### config.mk
export PLATFORM = sky130hd
export DESIGN_NAME = hybrid_cpa_top
export DESIGN_NICKNAME = d
export VERILOG_FILES = /design/src/rtl/hcpa_pkg.sv /design/src/rtl/hcpa_rca_chain.sv /design/src/rtl/hcpa_cla_unit.sv /design/src/rtl/hcpa_region_block.sv /design/src/rtl/hcpa_region_hybrid.sv /design/src/rtl/hybrid_cpa_top.sv
export SDC_FILE = /design/constraint.sdc
export NUM_CORES = 1
export LEC_CHECK = 0
export BUFFER_PORTS_ARGS = -buffer_cell sky130_fd_sc_hd__clkbuf_2
export CAP_MARGIN = 25
export CELL_PAD_IN_SITES_DETAIL_PLACEMENT = 2
export CELL_PAD_IN_SITES_GLOBAL_PLACEMENT = 2
export CORE_UTILIZATION = 39
export CTS_CLUSTER_SIZE = 20
export DETAILED_ROUTE_END_ITERATION = 8
export MAX_ROUTING_LAYER = met4
export PLACE_DENSITY_LB_ADDON = 0.1
export SLEW_MARGIN = 10
export SYNTH_ARGS = -nofsm -noshare
export SYNTH_HDL_FRONTEND = slang
export SYNTH_SLANG_ARGS = --single-unit
### constraint.sdc
create_clock -name clk -period 9 [get_ports clk]
set_clock_uncertainty 0.1 [all_clocks]
set_input_delay 0 -clock clk [delete_from_list [all_inputs] [get_ports clk]]
set_output_delay 0 -clock clk [all_outputs]
set_load 0.05 [all_outputs]
### src/rtl/hcpa_pkg.sv
package hcpa_pkg;

  // Sub-block k of a region has width FIRST + k; the last block is clipped
  // so the blocks together cover exactly W bits.
  function automatic int blk_count(input int w, input int first);
    int acc;
    int n;
    acc = 0;
    n   = 0;
    for (int i = 0; i < w; i++) begin
      if (acc < w) begin
        acc = acc + first + i;
        n   = n + 1;
      end
    end
    return n;
  endfunction

  // Lowest bit position of sub-block i
  function automatic int blk_lo(input int first, input int i);
    return i * first + (i * (i - 1)) / 2;
  endfunction

  // Width of sub-block i
  function automatic int blk_w(input int w, input int first, input int i);
    int lo;
    int s;
    lo = blk_lo(first, i);
    s  = first + i;
    return (s < w - lo) ? s : w - lo;
  endfunction

endpackage

### src/rtl/hcpa_rca_chain.sv
module hcpa_rca_chain #(
  parameter int W = 4
) (
  input  logic [W-1:0] a,
  input  logic [W-1:0] b,
  input  logic         cin,
  output logic [W-1:0] sum,
  output logic         cout
);
  logic [W:0] c;

  always_comb begin
    c[0] = cin;
    for (int k = 0; k < W; k++) begin
      sum[k]   = a[k] ^ b[k] ^ c[k];
      c[k+1]   = (a[k] & b[k]) | (c[k] & (a[k] ^ b[k]));
    end
  end

  assign cout = c[W];
endmodule

### src/rtl/hcpa_cla_unit.sv
module hcpa_cla_unit #(
  parameter int W = 4
) (
  input  logic [W-1:0] a,
  input  logic [W-1:0] b,
  input  logic         cin,
  output logic [W-1:0] sum,
  output logic         cout
);
  logic [W-1:0] p;
  logic [W-1:0] g;
  logic [W:0]   c;
  logic         acc;
  logic         run;

  assign p = a ^ b;
  assign g = a & b;

  // Every carry is a flat OR of generate terms masked by propagate runs.
  always_comb begin
    c[0] = cin;
    acc  = 1'b0;
    run  = 1'b0;
    for (int i = 0; i < W; i++) begin
      acc = g[i];
      run = p[i];
      for (int j = i - 1; j >= 0; j--) begin
        acc = acc | (run & g[j]);
        run = run & p[j];
      end
      acc    = acc | (run & cin);
      c[i+1] = acc;
    end
  end

  assign sum  = p ^ c[W-1:0];
  assign cout = c[W];
endmodule

### src/rtl/hcpa_region_block.sv
module hcpa_region_block #(
  parameter int W    = 2,
  parameter int LOOK = 0,  // 0: ripple inner adder, 1: lookahead inner adder
  parameter int SEL  = 1   // 0: carry goes straight in, 1: excess-1 select
) (
  input  logic [W-1:0] a,
  input  logic [W-1:0] b,
  input  logic         cin,
  output logic [W-1:0] sum,
  output logic         cout
);
  logic [W-1:0] s0;
  logic         c0;
  logic         inner_cin;

  if (LOOK != 0) begin : g_look
    hcpa_cla_unit #(.W(W)) u_add (
      .a(a), .b(b), .cin(inner_cin), .sum(s0), .cout(c0)
    );
  end else begin : g_ripple
    hcpa_rca_chain #(.W(W)) u_add (
      .a(a), .b(b), .cin(inner_cin), .sum(s0), .cout(c0)
    );
  end

  if (SEL != 0) begin : g_sel
    logic [W-1:0] s1;
    logic         run_c;

    assign inner_cin = 1'b0;

    // binary to excess-1: flip each bit whose lower bits are all ones
    always_comb begin
      run_c = 1'b1;
      for (int k = 0; k < W; k++) begin
        s1[k] = s0[k] ^ run_c;
        run_c = run_c & s0[k];
      end
    end

    assign sum  = cin ? s1 : s0;
    assign cout = c0 | (cin & (&s0));
  end else begin : g_direct
    assign inner_cin = cin;
    assign sum       = s0;
    assign cout      = c0;
  end
endmodule

### src/rtl/hcpa_region_hybrid.sv
module hcpa_region_hybrid #(
  parameter int W     = 20,
  parameter int FIRST = 2,
  parameter int LOOK  = 0
) (
  input  logic [W-1:0] a,
  input  logic [W-1:0] b,
  input  logic         cin,
  output logic [W-1:0] sum,
  output logic         cout
);
  import hcpa_pkg::*;

  localparam int NB = blk_count(W, FIRST);

  logic [NB:0] cy;

  assign cy[0] = cin;

  for (genvar gi = 0; gi < NB; gi++) begin : g_blk
    localparam int LO = blk_lo(FIRST, gi);
    localparam int BW = blk_w(W, FIRST, gi);

    hcpa_region_block #(
      .W    (BW),
      .LOOK (LOOK),
      .SEL  ((gi > 0) ? 1 : 0)
    ) u_blk (
      .a    (a[LO +: BW]),
      .b    (b[LO +: BW]),
      .cin  (cy[gi]),
      .sum  (sum[LO +: BW]),
      .cout (cy[gi+1])
    );
  end

  assign cout = cy[NB];
endmodule

### src/rtl/hybrid_cpa_top.sv
module hybrid_cpa_top #(
  parameter int N = 16
) (
  input  logic           clk,
  input  logic           rst_n,
  input  logic [2*N-1:0] row_a,
  input  logic [2*N-1:0] row_b,
  output logic [2*N-1:0] product
);
  localparam int PW = 2 * N;
  localparam int W1 = N / 2;
  localparam int W2 = (5 * N) / 4;
  localparam int W3 = PW - W1 - W2;
  localparam int B2 = W1 + W2;

  logic [PW-1:0] a_q;
  logic [PW-1:0] b_q;
  logic [PW-1:0] sum_d;
  logic          c1;
  logic          c2;
  logic          c3;

  // input stage
  always_ff @(posedge clk or negedge rst_n) begin
    if (!rst_n) begin
      a_q <= '0;
      b_q <= '0;
    end else begin
      a_q <= row_a;
      b_q <= row_b;
    end
  end

  // low region: staggered arrival, plain ripple
  hcpa_rca_chain #(.W(W1)) u_low (
    .a    (a_q[W1-1:0]),
    .b    (b_q[W1-1:0]),
    .cin  (1'b0),
    .sum  (sum_d[W1-1:0]),
    .cout (c1)
  );

  // middle region: ripple sub-blocks with excess-1 select
  hcpa_region_hybrid #(.W(W2), .FIRST(2), .LOOK(0)) u_mid (
    .a    (a_q[B2-1:W1]),
    .b    (b_q[B2-1:W1]),
    .cin  (c1),
    .sum  (sum_d[B2-1:W1]),
    .cout (c2)
  );

  // top region: lookahead sub-blocks with excess-1 select
  hcpa_region_hybrid #(.W(W3), .FIRST(2), .LOOK(1)) u_top (
    .a    (a_q[PW-1:B2]),
    .b    (b_q[PW-1:B2]),
    .cin  (c2),
    .sum  (sum_d[PW-1:B2]),
    .cout (c3)
  );

  // output stage
  always_ff @(posedge clk or negedge rst_n) begin
    if (!rst_n) begin
      product <= '0;
    end else begin
      product <= sum_d;
    end
  end
endmodule

==> results.md <==
| Parameter | Value |
|:---|:---|
| Worst Path Required | 9.13 ns |
| Antenna violations before repair | 0 |
| Endpoints failing setup | 0 |
| Routed len/inst | 17.6 um |
| Maximum achievable frequency | 156 MHz |
| First-pass GRT wire length | 14600 um |
| Total clock buffers created by CTS | 9 |
| Height of the die | 97.8 um |
| Power density of the placed cells | 214 nW/um^2 |
| Clock tree from TritonCTS | built |
| Synthesized flop and latch total | 96 |
| Clk sink count | 96 |
| Remaining design rule violation count | 14 |
| Depth of the most critical reg-to-reg path | 16 |
| Final weighted congestion of routability-driven global placement | 0.700 |
| Portion of total power attributed to the clock network | 26.4% |
| Max incr delay on CP | 0.51 ns |
| Synth cell types | 22 |
| Slew at the pin closest to its max-slew limit | 0.833 ns |
| Final count of hold timing violations | 0 |
| DR vias | 2275 |
| Number of instances in the synthesized netlist | 210 |
| Number of buffer and inverter stages on the critical path | 0 |
| Sw frac | 34.5% |
| Worst Setup Slack, final | 2.60 ns |
| Net switching power of the design | 0.374 mW |
| Family with the most delay on the worst path | adder cells |
| Hold buffer count at CTS | 66 |
| Cell total after placement | 416 |
| Maximum fanout along the worst path | 6 |
| Most repeated library cell on the critical path | sky130_fd_sc_hd__fa_1 |
| Slew margin rel. | 44.5% |
| Final sum of negative setup slack | 0 ns |
| Overall fraction of global-route tracks in use | 21.2% |
| Proportion of power drawn by combinational gates | 27.8% |
| Detailed Route Iter0 Violations | 34 |
| Startpoint of the lowest-slack register-to-register path | a_q[0] |
| Slowest cell on the critical path | sky130_fd_sc_hd__fa_1 |
| Internal power summed over all cells | 0.712 mW |
| Port bufs | 97 |
| Number of slew-limit violations in the final report | 0 |
| Number of diodes | 0 |
| Critical Path, Cell by Cell | ha_1, fa_1, fa_1, fa_1, fa_1, fa_1, fa_1, fa_1, fa_1, fa_1, a21oi_1, nor2_1, o31ai_1, or2b_1, fa_1, xor2_1 |
| Post-cts sizing count | 0 |
| Initial core utilization | 40.6% |
| Most area-consuming cells after synthesis | sky130_fd_sc_hd__dfrtp_1 (67%), sky130_fd_sc_hd__fa_1 (13%), sky130_fd_sc_hd__ha_1 (6.6%), sky130_fd_sc_hd__inv_1 (2.0%), sky130_fd_sc_hd__xnor2_1 (1.7%) |
| RSZ-0062 raised after global routing | false |
| Syn Area/Cell | 17.0 um^2 |
| YS warnings | 0 |
| Remaining number of nets flagged by the antenna check after routing | 0 |
| Post-Synthesis Net Count | 319 |
| Sequential cell area fraction in the yosys report | 67.2% |
| Horizontal extent of the die | 97.8 um |
| Layout Area Growth over Synthesis | 42.1% |
| Run status | finished with violations |
| Type of the tightest min-delay check | in2async |
| Endpoint arrival time on the critical path | 6.53 ns |
| Violations in the final reports | DRC |
| Proportion of layout cells with a drive suffix above 1 | 31.5% |
| Path type of the worst setup path | reg2reg |
| Non-filler cells in the finished layout | 498 |
| P_leak | 2.47 nW |
| Post-detailed-route via-to-cell ratio | 4.57 |
| Cell type contributing the most total cell area after synthesis | sky130_fd_sc_hd__dfrtp_1 |
| Detailed Routing Iterations Pass 1 | 8 |
| Vias in the first global route | 2856 |
| Total power draw | 1.09 mW |
| Nets | 494 |
| Total die area | 9560 um^2 |
| Placement-stage worst setup slack | 2.66 ns |
| Routed wire length | 8760 um |
| Worst-case vdd ir drop | 0.107 mV |
| Clock-pin transition on the worst setup and hold timing paths | 0.09 ns |
| Worst Setup End Kind | register |
| Root buffer cell | sky130_fd_sc_hd__clkbuf_8 |
| Pin count of the biggest net entering global routing | 69 |
| Setup Buffers After CTS | 0 |
| Period Utilization, post-route | 71.1% |
| Critical Path Start Type | register |
| Maxcap violations | 0 |
| Shortest clock period the worst path allows after layout | 6.40 ns |
| Core footprint | 8810 um^2 |
| Depth of the CTS H-tree | 3 |
| Setup slack on the worst flop-to-flop path | 2.60 ns |
| Overflow left after global routing | 0 |
| Site row count | 34 |
| Share of total power in sequential cells | 45.8% |
| Netlist area before placement | 3580 um^2 |
| R2R Path End | product[29] |
| Placed wire-length estimate | 5310 um |
| Insertion delay to the later sink of the worst-skew pair | 0.36 ns |
| I/O pin total | 98 |
| Synth top area share | 67.2% |
| Buffer depth of the longest clock path | 2 |
placed cells by master, fill, tap and decap left out:
cell type and count:
sky130_fd_sc_hd__clkbuf_8 10, sky130_fd_sc_hd__a41oi_4 1, sky130_fd_sc_hd__or2b_1 1, sky130_fd_sc_hd__mux2_2 3, sky130_fd_sc_hd__nand2_1 12, sky130_fd_sc_hd__a211oi_1 2, sky130_fd_sc_hd__clkinv_2 1, sky130_fd_sc_hd__mux2_4 2
sky130_fd_sc_hd__dlygate4sd3_1 65, sky130_fd_sc_hd__bufinv_16 1, sky130_fd_sc_hd__o31ai_1 1, sky130_fd_sc_hd__clkinv_4 1, sky130_fd_sc_hd__fa_1 24, sky130_fd_sc_hd__o21ai_0 5, sky130_fd_sc_hd__o21a_1 1, sky130_fd_sc_hd__clkinvlp_4 2
sky130_fd_sc_hd__o21ai_4 1, sky130_fd_sc_hd__dfrtp_1 96, sky130_fd_sc_hd__ha_1 19, sky130_fd_sc_hd__clkbuf_2 96, sky130_fd_sc_hd__nand3_1 1, sky130_fd_sc_hd__nand3b_1 1, sky130_fd_sc_hd__xnor2_1 7, sky130_fd_sc_hd__buf_12 1
sky130_fd_sc_hd__xor2_1 5, sky130_fd_sc_hd__a21oi_1 4, sky130_fd_sc_hd__nand4_1 1, sky130_fd_sc_hd__inv_6 1, sky130_fd_sc_hd__buf_4 2, sky130_fd_sc_hd__a21o_4 1, sky130_fd_sc_hd__inv_1 19, sky130_fd_sc_hd__nor2_1 3
worst reg2reg max path, stage by stage, from the launching register on:
cell and delay, ns:
sky130_fd_sc_hd__dfrtp_1 0.39, sky130_fd_sc_hd__ha_1 0.22, sky130_fd_sc_hd__fa_1 0.38, sky130_fd_sc_hd__fa_1 0.41
sky130_fd_sc_hd__fa_1 0.42, sky130_fd_sc_hd__fa_1 0.40, sky130_fd_sc_hd__fa_1 0.40, sky130_fd_sc_hd__fa_1 0.40
sky130_fd_sc_hd__fa_1 0.42, sky130_fd_sc_hd__fa_1 0.41, sky130_fd_sc_hd__fa_1 0.51, sky130_fd_sc_hd__a21oi_1 0.37
sky130_fd_sc_hd__nor2_1 0.14, sky130_fd_sc_hd__o31ai_1 0.46, sky130_fd_sc_hd__or2b_1 0.29, sky130_fd_sc_hd__fa_1 0.41
sky130_fd_sc_hd__xor2_1 0.17
per-layer routing:
| metal | wire length [um] | GRT usage [%] |
|---|---|---|
| met1 | 3320 | 23.1 |
| met2 | 4970 | 39.2 |
| met3 | 362 | 4.37 |
| met4 | 103 | 5.83 |
| met5 | 0 | - |
worst max-delay path by stage:
stage	startpoint	end	slack, ns	cells after the start
after global routing	a_q[0]	product[29]	2.33	16
after CTS	a_q[0]	product[29]	2.63	16
after global placement	a_q[0]	product[29]	2.90	16
after detailed placement	a_q[0]	product[29]	2.66	16
final	a_q[0]	product[29]	2.60	16
after floorplan	a_q[0]	product[29]	3.32	16
cell usage after synthesis:
library cell,n
sky130_fd_sc_hd__dfrtp_1,96
sky130_fd_sc_hd__fa_1,24
sky130_fd_sc_hd__ha_1,19
sky130_fd_sc_hd__inv_1,19
sky130_fd_sc_hd__nand2_1,12
sky130_fd_sc_hd__xnor2_1,7
sky130_fd_sc_hd__o21ai_0,5
sky130_fd_sc_hd__xor2_1,5
sky130_fd_sc_hd__a21oi_1,4
sky130_fd_sc_hd__mux2_2,3
sky130_fd_sc_hd__nor2_1,3
sky130_fd_sc_hd__a211oi_1,2
sky130_fd_sc_hd__mux2_4,2
sky130_fd_sc_hd__a21o_4,1
sky130_fd_sc_hd__a41oi_4,1
sky130_fd_sc_hd__nand3_1,1
sky130_fd_sc_hd__nand3b_1,1
sky130_fd_sc_hd__nand4_1,1
sky130_fd_sc_hd__o21a_1,1
sky130_fd_sc_hd__o21ai_4,1
sky130_fd_sc_hd__o31ai_1,1
sky130_fd_sc_hd__or2b_1,1
logic make-up (layout without fill, tap and decap cells):
logic type	after synthesis	after routing	share of synthesized area, %
multiplexers	5	5	1.78
XOR/XNOR	12	12	2.94
flip-flops	96	96	67.2
AND/OR/NAND/NOR	19	19	2.31
adder cells (fa/ha/maj)	43	43	20.1
AO/OA/AOI/OAI	16	16	3.74
buffers and inverters	19	199	1.99
metrics by stage:
step	hold WS, ns	utilization, %	area, um^2
2_1_floorplan	-0.396	-	3580
3_3_place_gp	-0.168	47.8	4210
3_5_place_dp	-0.159	47.8	4210
4_1_cts	0.0186	57.7	5080
5_1_grt	0.0302	57.7	5080
6_report	0.0239	57.7	5080
state kept, by name, indices dropped and copies added (netlist names):
name and flops:
a_q 32, b_q 32, product 32
cell type report:
type                    count  area, um^2
repair buffers            164        1170
clock inverters             6        67.6
multi-input cells          95        1100
fillers                   789        3720
well taps                 108         135
clock buffers              10         138
flip-flops and latches     96        2400
inverters                  19        71.3
power groups by stage:
| stage | sequential [mW] | clock (mW) | combinational [mW] |
|---|---|---|---|
| CTS | 0.498 | 0.298 | 0.300 |
| global placement | 0.504 | 0 | 0.265 |
| finish | 0.497 | 0.287 | 0.302 |
| global route | 0.503 | 0.312 | 0.323 |
| floorplan | 0.621 | 0 | 0.0720 |
| detailed placement | 0.506 | 0 | 0.274 |
No activity file was read; power rests on OpenSTA's default activity.
